**src/rtl/gevt_pkg.sv**
```systemverilog
package gevt_pkg;
  localparam int ADDR_W = 3;

  typedef enum logic [ADDR_W-1:0] {
    REG_CNT_LO = 3'd0,
    REG_CNT_HI = 3'd1,
    REG_MAT_LO = 3'd2,
    REG_MAT_HI = 3'd3,
    REG_CTRL   = 3'd4
  } gevt_reg_e;

  localparam int CTRL_EN_BIT   = 0;
  localparam int CTRL_FLAG_BIT = 1;
  localparam int CTRL_BUSY_BIT = 2;
endpackage

```
**src/rtl/gevt_counter.sv**
```systemverilog
module gevt_counter #(
  parameter int CNT_W = 42
) (
  input  logic             clk,
  input  logic             rst_n,
  output logic [CNT_W-1:0] cnt_bin,
  output logic [CNT_W-1:0] cnt_gray
);
  function automatic logic [CNT_W-1:0] bin_to_gray(input logic [CNT_W-1:0] b);
    return b ^ (b >> 1);
  endfunction

  always_ff @(posedge clk) begin
    if (!rst_n) cnt_bin <= '0;
    else        cnt_bin <= cnt_bin + 1'b1;
  end

  assign cnt_gray = bin_to_gray(cnt_bin);
endmodule

```
**src/rtl/gevt_match_stage.sv**
```systemverilog
module gevt_match_stage #(
  parameter int CNT_W = 42,
  parameter int LO_W  = 32,
  parameter int LAT   = 4
) (
  input  logic                  clk,
  input  logic                  rst_n,
  input  logic                  lo_wr,
  input  logic                  hi_wr,
  input  logic [LO_W-1:0]       wdata,
  output logic [LO_W-1:0]       stage_lo,
  output logic [CNT_W-LO_W-1:0] stage_hi,
  output logic [CNT_W-1:0]      match_q,
  output logic                  busy,
  output logic                  commit_ev
);
  localparam int HI_W  = CNT_W - LO_W;
  localparam int LAT_W = $clog2(LAT + 1);

  logic [LAT_W-1:0] pend;

  assign busy      = (pend != '0);
  assign commit_ev = (pend == LAT_W'(1));

  always_ff @(posedge clk) begin
    if (!rst_n) begin
      stage_lo <= '1;
      stage_hi <= '1;
      match_q  <= '1;
      pend     <= '0;
    end else begin
      if (lo_wr) stage_lo <= wdata;
      if (hi_wr) stage_hi <= wdata[HI_W-1:0];
      if (hi_wr)     pend <= LAT_W'(LAT);
      else if (busy) pend <= pend - 1'b1;
      if (commit_ev) match_q <= {stage_hi, stage_lo};
    end
  end
endmodule

```
**src/rtl/gevt_irq_ctrl.sv**
```systemverilog
module gevt_irq_ctrl #(
  parameter int CNT_W = 42
) (
  input  logic             clk,
  input  logic             rst_n,
  input  logic [CNT_W-1:0] cnt_gray,
  input  logic [CNT_W-1:0] match_q,
  input  logic             ctrl_wr,
  input  logic             wr_en_bit,
  input  logic             wr_clr_bit,
  output logic             hit_ev,
  output logic             clr_ev,
  output logic             en_q,
  output logic             flag_q,
  output logic             irq
);
  function automatic logic next_flag(input logic cur, input logic hit, input logic clr);
    return hit | (cur & ~clr);
  endfunction

  assign hit_ev = (cnt_gray == match_q);
  assign clr_ev = ctrl_wr & wr_clr_bit;

  always_ff @(posedge clk) begin
    if (!rst_n) begin
      en_q   <= 1'b0;
      flag_q <= 1'b0;
    end else begin
      flag_q <= next_flag(flag_q, hit_ev, clr_ev);
      if (ctrl_wr) en_q <= wr_en_bit;
    end
  end

  assign irq = flag_q & en_q;
endmodule

```
**src/rtl/gray_event_timer.sv**
```systemverilog
module gray_event_timer #(
  parameter int CNT_W      = 42,
  parameter int DATA_W     = 32,
  parameter int COMMIT_LAT = 4
) (
  input  logic                       clk,
  input  logic                       rst_n,
  input  logic                       bus_sel,
  input  logic                       bus_wr,
  input  logic [gevt_pkg::ADDR_W-1:0] bus_addr,
  input  logic [DATA_W-1:0]          bus_wdata,
  output logic [DATA_W-1:0]          bus_rdata,
  output logic                       irq
);
  import gevt_pkg::*;

  localparam int HI_W = CNT_W - DATA_W;

  logic [CNT_W-1:0]  cnt_bin, cnt_gray, match_q;
  logic [DATA_W-1:0] stage_lo;
  logic [HI_W-1:0]   stage_hi;
  logic wr_go, mat_lo_wr, mat_hi_wr, ctrl_wr;
  logic busy, commit_ev, hit_ev, clr_ev, en_q, flag_q;

  assign wr_go     = bus_sel & bus_wr;
  assign mat_lo_wr = wr_go && (bus_addr == REG_MAT_LO);
  assign mat_hi_wr = wr_go && (bus_addr == REG_MAT_HI);
  assign ctrl_wr   = wr_go && (bus_addr == REG_CTRL);

  gevt_counter #(.CNT_W(CNT_W)) u_cnt (
    .clk      (clk),
    .rst_n    (rst_n),
    .cnt_bin  (cnt_bin),
    .cnt_gray (cnt_gray)
  );

  gevt_match_stage #(.CNT_W(CNT_W), .LO_W(DATA_W), .LAT(COMMIT_LAT)) u_mat (
    .clk       (clk),
    .rst_n     (rst_n),
    .lo_wr     (mat_lo_wr),
    .hi_wr     (mat_hi_wr),
    .wdata     (bus_wdata),
    .stage_lo  (stage_lo),
    .stage_hi  (stage_hi),
    .match_q   (match_q),
    .busy      (busy),
    .commit_ev (commit_ev)
  );

  gevt_irq_ctrl #(.CNT_W(CNT_W)) u_irq (
    .clk        (clk),
    .rst_n      (rst_n),
    .cnt_gray   (cnt_gray),
    .match_q    (match_q),
    .ctrl_wr    (ctrl_wr),
    .wr_en_bit  (bus_wdata[CTRL_EN_BIT]),
    .wr_clr_bit (bus_wdata[CTRL_FLAG_BIT]),
    .hit_ev     (hit_ev),
    .clr_ev     (clr_ev),
    .en_q       (en_q),
    .flag_q     (flag_q),
    .irq        (irq)
  );

  always_comb begin
    bus_rdata = '0;
    if (bus_sel && !bus_wr) begin
      case (gevt_reg_e'(bus_addr))
        REG_CNT_LO: bus_rdata = cnt_gray[DATA_W-1:0];
        REG_CNT_HI: bus_rdata[HI_W-1:0] = cnt_gray[CNT_W-1:DATA_W];
        REG_MAT_LO: bus_rdata = stage_lo;
        REG_MAT_HI: bus_rdata[HI_W-1:0] = stage_hi;
        REG_CTRL: begin
          bus_rdata[CTRL_EN_BIT]   = en_q;
          bus_rdata[CTRL_FLAG_BIT] = flag_q;
          bus_rdata[CTRL_BUSY_BIT] = busy;
        end
        default: bus_rdata = '0;
      endcase
    end
  end
endmodule

```
**config.mk**
```make
export PLATFORM = sky130hd
export DESIGN_NAME = gray_event_timer
export DESIGN_NICKNAME = d
export VERILOG_FILES = /design/src/rtl/gevt_pkg.sv /design/src/rtl/gevt_counter.sv /design/src/rtl/gevt_match_stage.sv /design/src/rtl/gevt_irq_ctrl.sv /design/src/rtl/gray_event_timer.sv
export SDC_FILE = /design/constraint.sdc
export NUM_CORES = 1
export LEC_CHECK = 0
export BUFFER_PORTS_ARGS = -buffer_cell sky130_fd_sc_hd__buf_2
export CAP_MARGIN = 10
export CORE_MARGIN = 2
export CORE_UTILIZATION = 60
export DETAILED_ROUTE_END_ITERATION = 8
export GPL_TIMING_DRIVEN = 0
export PLACE_DENSITY_LB_ADDON = 0.2
export SLEW_MARGIN = 20
export SYNTH_ARGS = -nofsm -noshare
export SYNTH_HDL_FRONTEND = slang
export SYNTH_HIERARCHICAL = 1
export SYNTH_SLANG_ARGS = --single-unit
```
**constraint.sdc**
```tcl
create_clock -name clk -period 3.2 [get_ports clk]
set_input_delay 0.48 -clock clk [delete_from_list [all_inputs] [get_ports clk]]
set_output_delay 0.48 -clock clk [all_outputs]
set_load 0.1 [all_outputs]
```
==> impl_metrics.yaml <==
layout:
  diodes: 0
  final_nets: 925
  drive_gt1_share_pct: 21.4
  syn_to_final_growth_pct: 16.9
setup_path:
  reg2reg_to: "u_cnt/cnt_bin[36]"
  path_cells: "buf_6 -> nor3_2 -> a22oi_1 -> a21oi_1 -> buf_2"
  path_buf_inv: 2
  r2r_cells: 5
  startpoint_type: "input pin"
  slowest_delay_ns: 0.64
  cp.required_ns: 2.72
  end_kind: "primary output"
  worst-endpoint-arrival_ns: 2.15
  rr_startpoint: "u_cnt/cnt_bin[0]"
  cp_max_fo: 10
  ff2ff_setup_slack_ns: 0.99
  path_class: "input pin to primary output"
  cp_top_family: "simple AND/OR/NAND/NOR gates"
  slowest_stage: "nor3_2"
clocking:
  cts-root-buf: "clkbuf_16"
  clk_latency_ns: 0.43
  post_cts_buffers: 0
  cts_tree: "yes"
  cts.sinks: 131
  cts_resized: 0
  clockBufferDepth: 2
  ctsHoldBuffers: 0
  path_clk_slew_ns: 0.06
  cts_buffers: 17
  cts-htree-levels: 4
power_and_ir_drop:
  p_switching_w: 0.00152
  p_per_area_nw_per_um2: 646
  power_frac_comb_pct: 21.4
  p_leak_nw: 3.44
  ir_worst_vdd_mv: 0.544
  internal_power_w: 0.00369
  p_clk_share_pct: 40.5
  p_sw_share_pct: 29.2
  sequentialPowerShare_pct: 38.1
timing:
  rsz0062_at_grt: "false"
  max_slew_margin_pct: 49.1
  hold_ws_ns: 0.265
  finalSetupViolations: 0
  min_period_ns: 2.63
  post-route-period-util_pct: 82.1
  worstMarginPinSlew_ns: 0.759
  finalHoldViolCount: 0
  finClkSkew_ns: 0.00819
  fmax_ghz: 0.381
  fin_tns_setup_ns: 0
  finalMaxSlewViolations: 0
synthesis:
  synthCells: 754
  avgSynthCellArea_sq_um: 9.17
  syn_nets: 836
  yosysWarnings: 6
  syn_area_sq_um: 6910
floorplan:
  fp.dieH_microns: 111
  rows: 39
  die_w_microns: 111
  io_pins: 72
  dieArea_sq_um: 12400
  initial_core_util_pct: 61.1
  core-area_sq_um: 11300
run:
  drv_cap: 0
detailed_routing:
  firstDrtPassIters: 5
  vias: 5929
  drt-initial-drc-count: 497
  routed_via_density: 5.93
  postRouteWirelength_microns: 18500
  wl_per_cell_microns: 18.5
  detail-route-antenna-nets: 0
  drc: 0
hold_path:
  min_from: "bus_wdata[11]"
  worstHoldPathCells: 3
  hold_end: "u_mat/stage_lo[11]"
  hp-class: "input pin to register"
placed_design:
  gp_congestion: 0.892
  numPortBuffers: 70
  dpl.hpwl_microns: 14100
grt:
  grt_max_degree: 17
  grt_pass1_wl_microns: 30000
  grt_antenna_before_repair: 0
  grt_pass1_vias: 6008
  grt_usage_pct: 30.9
  grt-ovfl-total: 0
run_status:
  status: "finished, final reports clean"
[routing by layer]
layer	track usage (%)	wire length (microns)	part of all wire (%)
met1	38.7	7780	42
met2	50.7	8870	48
met3	7.95	1320	7.2
met4	13.5	542	2.9
met5	0	0	0
[worst max path at each step]
stage                      from       endpoint  cells after the start
floorplan           bus_addr[0]   bus_rdata[0]                      4
global placement    bus_addr[0]   bus_rdata[1]                      5
detailed placement  bus_addr[0]  bus_rdata[15]                      6
CTS                 bus_addr[0]  bus_rdata[15]                      6
global route        bus_addr[1]  bus_rdata[20]                      7
finish              bus_addr[0]   bus_rdata[0]                      5
[power groups by stage]
stage	Clock [W]	Combinational, W	Sequential (W)
detailed placement	0	0.00108	0.00202
global route	0.00220	0.00123	0.00201
global placement	0	0.00105	0.00201
CTS	0.00214	0.00110	0.00199
floorplan	0	0.000856	0.00199
finish	0.00211	0.00112	0.00199
[final cells by class]
class / count / area, sq um
fill: 895 / 3240
buffer: 42 / 299
clock inverter: 13 / 208
timing repair buffer: 70 / 350
clock buffer: 19 / 433
sequential: 131 / 2620
tap: 143 / 179
inverter: 9 / 41.3
multi-input combinational: 572 / 3950
[cell usage in the layout, fill, tap and decap left out, types with 18 or more instances in the layout]
cell,instances
ha_1,43
xor2_1,54
nand2_1,130
dfxtp_1,131
a22oi_1,18
mux2i_1,56
buf_2,79
nor2_1,33
a21oi_1,20
nand3_1,53
[sequential cells by signal, summed over array words and instances (netlist names)]
signal and count:
u_mat/stage_lo 32, u_irq/flag_q 1, u_mat/stage_hi 10, u_mat/pend 3
u_cnt/cnt_bin 42, u_irq/en_q 1, u_mat/match_q 42
[worst reg2reg max path: stages, from the launching register on]
cell,delay (ns)
dfxtp_1,0.42
ha_1,0.32
nand4_4,0.20
or3_4,0.48
or4_1,0.53
a21oi_1,0.18
[stage by stage]
step	cells	utilization (%)	worst slack, ns	total power, W	instance area, sq um
2_1_floorplan	754	-	0.0752	0.00284	6910
3_3_place_gp	967	65.7	0.653	0.00306	7440
3_5_place_dp	967	65.7	0.640	0.00310	7440
4_1_cts	999	71.4	0.626	0.00522	8080
5_1_grt	999	71.4	0.499	0.00544	8080
6_report	999	71.4	0.574	0.00522	8080
(Power assumes the default switching activity.)
